<file path="config.mk">
export PLATFORM = sky130hd
export DESIGN_NAME = spi_reg_slave
export DESIGN_NICKNAME = d
export VERILOG_FILES = /design/src/rtl/spi_reg_pkg.sv /design/src/rtl/spi_pin_sync.sv /design/src/rtl/spi_regfile.sv /design/src/rtl/spi_shift_engine.sv /design/src/rtl/spi_reg_slave.sv
export SDC_FILE = /design/constraint.sdc
export NUM_CORES = 1
export LEC_CHECK = 0
export BUFFER_PORTS_ARGS = -buffer_cell sky130_fd_sc_hd__buf_2
export CAP_MARGIN = 20
export CORE_AREA = 2 2 245 307
export DETAILED_ROUTE_END_ITERATION = 12
export DIE_AREA = 0 0 247 309
export HOLD_SLACK_MARGIN = 0.05
export PLACE_DENSITY = 0.8
export SLEW_MARGIN = 10
export SYNTH_ARGS = -nofsm -noshare
export SYNTH_HDL_FRONTEND = slang
export SYNTH_SLANG_ARGS = --single-unit
</file>
<file path="constraint.sdc">
create_clock -name clk -period 5.75 [get_ports clk]
set_input_delay 0 -clock clk [delete_from_list [all_inputs] [get_ports clk]]
set_output_delay 0 -clock clk [all_outputs]
set_load 0.05 [all_outputs]
</file>
<file path="src/rtl/spi_reg_pkg.sv">
package spi_reg_pkg;
  localparam int ADDR_W   = 7;
  localparam int DATA_W   = 8;
  localparam int CTRL_REG = 0;
  localparam int LSB_BIT  = 6;
  localparam int WIRE_BIT = 7;

  typedef struct packed {
    logic three_wire;
    logic lsb_first;
  } port_cfg_t;
endpackage

</file>
<file path="src/rtl/spi_pin_sync.sv">
module spi_pin_sync #(
  parameter int W = 3
) (
  input  logic         clk,
  input  logic         rst,
  input  logic [W-1:0] pin_i,
  input  logic [W-1:0] rst_val,
  output logic [W-1:0] cur_o,
  output logic [W-1:0] prev_o
);
  logic [W-1:0] meta_q;

  always_ff @(posedge clk) begin
    if (rst) begin
      meta_q <= rst_val;
      cur_o  <= rst_val;
      prev_o <= rst_val;
    end else begin
      meta_q <= pin_i;
      cur_o  <= meta_q;
      prev_o <= cur_o;
    end
  end
endmodule

</file>
<file path="src/rtl/spi_regfile.sv">
module spi_regfile
  import spi_reg_pkg::*;
#(
  parameter int AW = ADDR_W,
  parameter int DW = DATA_W
) (
  input  logic          clk,
  input  logic          rst,
  input  logic          wr_en,
  input  logic [AW-1:0] wr_addr,
  input  logic [DW-1:0] wr_data,
  input  logic          rd_en,
  input  logic [AW-1:0] rd_addr,
  output logic [DW-1:0] rd_data,
  output port_cfg_t     cfg_o
);
  localparam int DEPTH = 1 << AW;

  logic [DW-1:0]    mem [DEPTH];
  logic [DEPTH-1:0] written_q;
  logic [DW-1:0]    raw_q;
  logic             hit_q;

  always_ff @(posedge clk) begin
    if (wr_en) mem[wr_addr] <= wr_data;
    if (rd_en) raw_q <= mem[rd_addr];
  end

  always_ff @(posedge clk) begin
    if (rst) begin
      written_q <= '0;
      hit_q     <= 1'b0;
      cfg_o     <= '0;
    end else begin
      if (wr_en) begin
        written_q[wr_addr] <= 1'b1;
        if (wr_addr == AW'(CTRL_REG)) begin
          cfg_o.three_wire <= wr_data[WIRE_BIT];
          cfg_o.lsb_first  <= wr_data[LSB_BIT];
        end
      end
      if (rd_en) hit_q <= written_q[rd_addr];
    end
  end

  assign rd_data = hit_q ? raw_q : '0;

  AST_RD_WR_EXCL: assert property (@(posedge clk) disable iff (rst)
    !(wr_en && rd_en));
endmodule

</file>
<file path="src/rtl/spi_shift_engine.sv">
module spi_shift_engine
  import spi_reg_pkg::*;
#(
  parameter int AW = ADDR_W,
  parameter int DW = DATA_W
) (
  input  logic          clk,
  input  logic          rst,
  input  logic          sclk_cur,
  input  logic          sclk_prev,
  input  logic          cs_cur,
  input  logic          din,
  input  port_cfg_t     cfg_i,
  output logic          rd_en,
  output logic [AW-1:0] rd_addr,
  input  logic [DW-1:0] rd_data,
  output logic          wr_en,
  output logic [AW-1:0] wr_addr,
  output logic [DW-1:0] wr_data,
  output logic          bit_out,
  output logic          sdo_oe_q,
  output logic          sdio_oe_q
);
  localparam int CW = $clog2(DW);

  logic          rise, fall, active, last_bit;
  logic [CW-1:0] bit_cnt;
  logic          cmd_phase, rw_q, ld_q;
  logic          lsb_q, three_q;
  logic [AW-1:0] addr_q, addr_step;
  logic [DW-1:0] shin_q, shin_nx, tx_q;

  assign rise     = sclk_cur & ~sclk_prev;
  assign fall     = ~sclk_cur & sclk_prev;
  assign active   = ~cs_cur;
  assign last_bit = (bit_cnt == CW'(DW - 1));

  always_comb begin
    shin_nx   = lsb_q ? {din, shin_q[DW-1:1]} : {shin_q[DW-2:0], din};
    addr_step = lsb_q ? addr_q + AW'(1) : addr_q - AW'(1);
  end

  always_ff @(posedge clk) begin
    if (rst) begin
      bit_cnt   <= '0;
      cmd_phase <= 1'b1;
      rw_q      <= 1'b0;
      ld_q      <= 1'b0;
      lsb_q     <= 1'b0;
      three_q   <= 1'b0;
      addr_q    <= '0;
      shin_q    <= '0;
      tx_q      <= '0;
      rd_en     <= 1'b0;
      rd_addr   <= '0;
      wr_en     <= 1'b0;
      wr_addr   <= '0;
      wr_data   <= '0;
      bit_out   <= 1'b0;
      sdo_oe_q  <= 1'b0;
      sdio_oe_q <= 1'b0;
    end else begin
      rd_en <= 1'b0;
      wr_en <= 1'b0;
      ld_q  <= rd_en;
      if (ld_q) tx_q <= rd_data;
      if (!active) begin
        bit_cnt   <= '0;
        cmd_phase <= 1'b1;
        rw_q      <= 1'b0;
        sdo_oe_q  <= 1'b0;
        sdio_oe_q <= 1'b0;
        lsb_q     <= cfg_i.lsb_first;
        three_q   <= cfg_i.three_wire;
      end else begin
        if (rise) begin
          shin_q  <= shin_nx;
          bit_cnt <= bit_cnt + CW'(1);
          if (last_bit) begin
            if (cmd_phase) begin
              cmd_phase <= 1'b0;
              rw_q      <= shin_nx[DW-1];
              addr_q    <= shin_nx[AW-1:0];
              rd_en     <= shin_nx[DW-1];
              rd_addr   <= shin_nx[AW-1:0];
            end else begin
              addr_q <= addr_step;
              if (rw_q) begin
                rd_en   <= 1'b1;
                rd_addr <= addr_step;
              end else begin
                wr_en   <= 1'b1;
                wr_addr <= addr_q;
                wr_data <= shin_nx;
              end
            end
          end
        end
        if (fall && !cmd_phase && rw_q) begin
          bit_out   <= lsb_q ? tx_q[0] : tx_q[DW-1];
          tx_q      <= lsb_q ? (tx_q >> 1) : (tx_q << 1);
          sdo_oe_q  <= ~three_q;
          sdio_oe_q <= three_q;
        end
      end
    end
  end

  AST_DESELECT_IDLE: assert property (@(posedge clk) disable iff (rst)
    cs_cur |=> (bit_cnt == '0) && cmd_phase);
  AST_CFG_FROZEN: assert property (@(posedge clk) disable iff (rst)
    (active && $past(active)) |-> ($stable(lsb_q) && $stable(three_q)));
  AST_OE_READ_ONLY: assert property (@(posedge clk) disable iff (rst)
    (sdo_oe_q || sdio_oe_q) |-> (rw_q && !cmd_phase));
  AST_ONE_DRIVER: assert property (@(posedge clk) disable iff (rst)
    !(sdo_oe_q && sdio_oe_q));
  AST_ADDR_STEP: assert property (@(posedge clk) disable iff (rst)
    (active && rise && last_bit && !cmd_phase) |=>
      (addr_q == ($past(lsb_q) ? $past(addr_q) + AW'(1) : $past(addr_q) - AW'(1))));
endmodule

</file>
<file path="src/rtl/spi_reg_slave.sv">
module spi_reg_slave
  import spi_reg_pkg::*;
#(
  parameter int AW = ADDR_W,
  parameter int DW = DATA_W
) (
  input  logic clk,
  input  logic rst,
  input  logic spi_sclk,
  input  logic spi_cs_n,
  input  logic spi_sdio_in,
  output logic spi_sdio_out,
  output logic spi_sdio_oe,
  output logic spi_sdo_out,
  output logic spi_sdo_oe
);
  logic [2:0]    pin_cur, pin_prev;
  logic          rd_en, wr_en, bit_out, sdo_oe_q, sdio_oe_q;
  logic [AW-1:0] rd_addr, wr_addr;
  logic [DW-1:0] rd_data, wr_data;
  port_cfg_t     cfg;

  spi_pin_sync #(.W(3)) u_sync (
    .clk    (clk),
    .rst    (rst),
    .pin_i  ({spi_cs_n, spi_sclk, spi_sdio_in}),
    .rst_val(3'b100),
    .cur_o  (pin_cur),
    .prev_o (pin_prev)
  );

  spi_shift_engine #(.AW(AW), .DW(DW)) u_engine (
    .clk      (clk),
    .rst      (rst),
    .sclk_cur (pin_cur[1]),
    .sclk_prev(pin_prev[1]),
    .cs_cur   (pin_cur[2]),
    .din      (pin_cur[0]),
    .cfg_i    (cfg),
    .rd_en    (rd_en),
    .rd_addr  (rd_addr),
    .rd_data  (rd_data),
    .wr_en    (wr_en),
    .wr_addr  (wr_addr),
    .wr_data  (wr_data),
    .bit_out  (bit_out),
    .sdo_oe_q (sdo_oe_q),
    .sdio_oe_q(sdio_oe_q)
  );

  spi_regfile #(.AW(AW), .DW(DW)) u_regs (
    .clk    (clk),
    .rst    (rst),
    .wr_en  (wr_en),
    .wr_addr(wr_addr),
    .wr_data(wr_data),
    .rd_en  (rd_en),
    .rd_addr(rd_addr),
    .rd_data(rd_data),
    .cfg_o  (cfg)
  );

  // pad-side gating: release both pins the moment select rises
  assign spi_sdio_out = bit_out;
  assign spi_sdo_out  = bit_out;
  assign spi_sdio_oe  = sdio_oe_q & ~spi_cs_n;
  assign spi_sdo_oe   = sdo_oe_q & ~spi_cs_n;
endmodule

</file>
==> results.cfg <==
[worst_setup_path]
critical_path_peak_fanout = 33
crit_path_start_kind = flop
crit_type = flop to flop
cp-end-kind = flop
crit_arrival_ns = 4.15
critPathRequiredTime_ns = 6.20

[layout]
seq_area_um2 = 35000
area_growth_pct = 11.1
design_area_um2 = 52500
multi_input_area_um2 = 11700
fill_cells = 3893
fin_nets = 2497
drive_gt1_frac = 0.251
final_cell_mix = edfxtp_1, nor2_1, mux4_2, dfxtp_1, clkbuf_16
fin_cells = 3541
final_common_cell = edfxtp_1

[drt]
via_count = 24900
routed_wl_mm = 117
drc = 0
via_per_inst = 7.04
post_drt_wl_per_cell_um = 33.0
drt_iter0_markers = 3559
ant_nets = 0
drtPass1Iterations = 6

[placement]
placedCellCount = 3305
port_buffers = 8
place_ws_ns = 2.00
hpwl_mm = 65.6
gp_congestion = 0.879
place_area_um2 = 48400

[yosys]
synthTopCellsByArea = edfxtp_1, mux4_2, dfxtp_1
synth-edff-count = 1032
synthDistinctLibCells = 46
syn-cell-area_um2 = 47200
synth_area_leader_cell = edfxtp_1
avgSynthCellArea_um2 = 19.4
syn-instance-count = 2429
yosysWarnings = 0
seq_area_frac_synth = 0.739
synth_top_area_share = 0.656
ys_dominant_reg_cell = edfxtp_1
ys_async_sr_fraction = 0
synth_seq_cells = 1228
syn-num-nets = 2442

[global_route]
grt-ovfl-total = 0
grt_pass1_vias = 25200
antenna_found_initial = 6
grt_max_degree = 130
grt_pass1_wl_mm = 171
grt_util_all_layers = 0.315

[timing]
tightest_slew_ns = 1.22
maxSlewViolCount = 0
fin_ws_ns = 2.05
fin_tns_setup_ns = 0
fin_skew_ns = 0.0312
max_freq_mhz = 270
rsz0062_at_grt = false
min_period_ns = 3.70
slew_headroom = 0.184
finalCritPeriodShare = 0.643
setup_viol = 0
hold_violations = 0

[floorplanning]
start_util = 0.645
die_height_um = 309
ios = 9
num_rows = 111
fp.coreArea_um2 = 73200
die_w_um = 247
dieArea_um2 = 76300

[clock_network]
worst_skew_pair.late_latency_ns = 0.71
cts.repair.resized = 0
cts_setup_buffers = 0
cts_root_buffer = clkbuf_16
numCtsBuffers = 109
clockBufferDepth = 3
cts_tree = yes
clk_pin_slew_ns = 0.07
hold_buffers = 6
clock-sinks = 1228
cts_max_level = 3

[pwr]
irDropWorstVdd_mv = 0.349
powerDensity_nw_per_um2 = 328
leakage_uw = 0.0165

[run_status]
outcome = complete, no violations

[hold_path]
hold_class = primary input to flop

[run]
maxCapViolCount = 0
sequential cells by signal, summed over array words and instances (netlist names), 2 cells and up:
register          count
u_engine.tx_q         8
u_engine.addr_q       7
u_engine.rd_addr      7
u_regs.cfg_o          2
u_regs.raw_q          8
u_sync.meta_q         3
u_engine.shin_q       8
u_engine.wr_data      8
u_regs.written_q    128
u_regs.mem         1024
u_engine.wr_addr      7
u_sync.cur_o          3
u_engine.bit_cnt      3
metal layers:
metal,track usage,share of wire
met5,0,0.00047
met4,0.126,0.043
met3,0.0692,0.11
met2,0.502,0.49
met1,0.430,0.36
cell type report:
class                      count  area share
multi-input combinational   1055       0.223
inverter                      10    0.000811
clock inverter                53      0.0117
sequential                  1228       0.666
antenna                        1   0.0000477
timing repair buffer          80      0.0149
clock buffer                 154      0.0607
tap                          960      0.0229
cells in the mapped netlist (3+ instances only):
cell type / count
a2111oi_0: 3
a211oi_1: 31
a21o_1: 3
a21oi_1: 24
a221oi_1: 7
a22oi_1: 8
a311oi_1: 5
a31oi_1: 4
and2_1: 3
and3_1: 3
buf_1: 23
buf_2: 29
buf_4: 9
clkbuf_1: 75
dfxtp_1: 196
edfxtp_1: 1032
ha_1: 7
inv_1: 8
mux2_2: 10
mux2i_1: 34
mux4_2: 365
nand2_1: 34
nand3_1: 13
nand3b_1: 3
nand4_1: 4
nor2_1: 433
nor2b_1: 21
o21ai_0: 8
o21ba_2: 3
or2_2: 8
xnor2_1: 4
worst paths after layout:
| kind | slack, ns | start | cells after the start | endpoint |
|---|---|---|---|---|
| min | 0.08 | spi_cs_n | 3 | u_sync.meta_q[2]$_SDFF_PP1_ |
| max | 2.05 | u_engine.rd_addr[0]$_SDFFE_PP0P_ | 5 | u_regs.raw_q[3]$_DFFE_PP_ |
| min reg2reg | 0.42 | u_sync.meta_q[2]$_SDFF_PP1_ | 1 | u_sync.cur_o[2]$_SDFF_PP1_ |
| max reg2reg | 2.05 | u_engine.rd_addr[0]$_SDFFE_PP0P_ | 5 | u_regs.raw_q[3]$_DFFE_PP_ |
power breakdown:
| group | total, µW | switching [µW] | internal, µW |
|---|---|---|---|
| clock | 7650 | 3280 | 4370 |
| sequential | 9500 | 2.75 | 9500 |
| combinational | 37.9 | 29.3 | 8.56 |
cell families (layout without fill, tap and decap cells):
| family | after synthesis | after routing | synth area share |
|---|---|---|---|
| buf+inv | 146 | 297 | 0.0131 |
| simple gates | 532 | 532 | 0.0456 |
| flops | 1228 | 1228 | 0.739 |
| fa+ha+maj | 8 | 8 | 0.00228 |
| mux | 409 | 409 | 0.184 |
| xor+xnor | 5 | 5 | 0.000928 |
| other cells | 0 | 1 | 0 |
| compound gates | 101 | 101 | 0.0149 |
critical path, cell delays in order, from the launching register on:
cell,delay (ns)
dfxtp_4,0.85
buf_4,0.54
mux4_2,0.57
mux4_2,0.57
mux4_2,0.58
mux2_2,0.29
through the flow:
| step | util | power [µW] | hold slack (ns) |
|---|---|---|---|
| after CTS | 0.714 | 17200 | 0.0528 |
| after detailed placement | 0.661 | 9730 | 0.230 |
| final | 0.717 | 17200 | 0.0823 |
| after global routing | 0.717 | 17500 | 0.0752 |
| after global placement | 0.659 | 9730 | 0.219 |
| after floorplan | - | 9720 | 0.104 |
(Power assumes the default switching activity.)
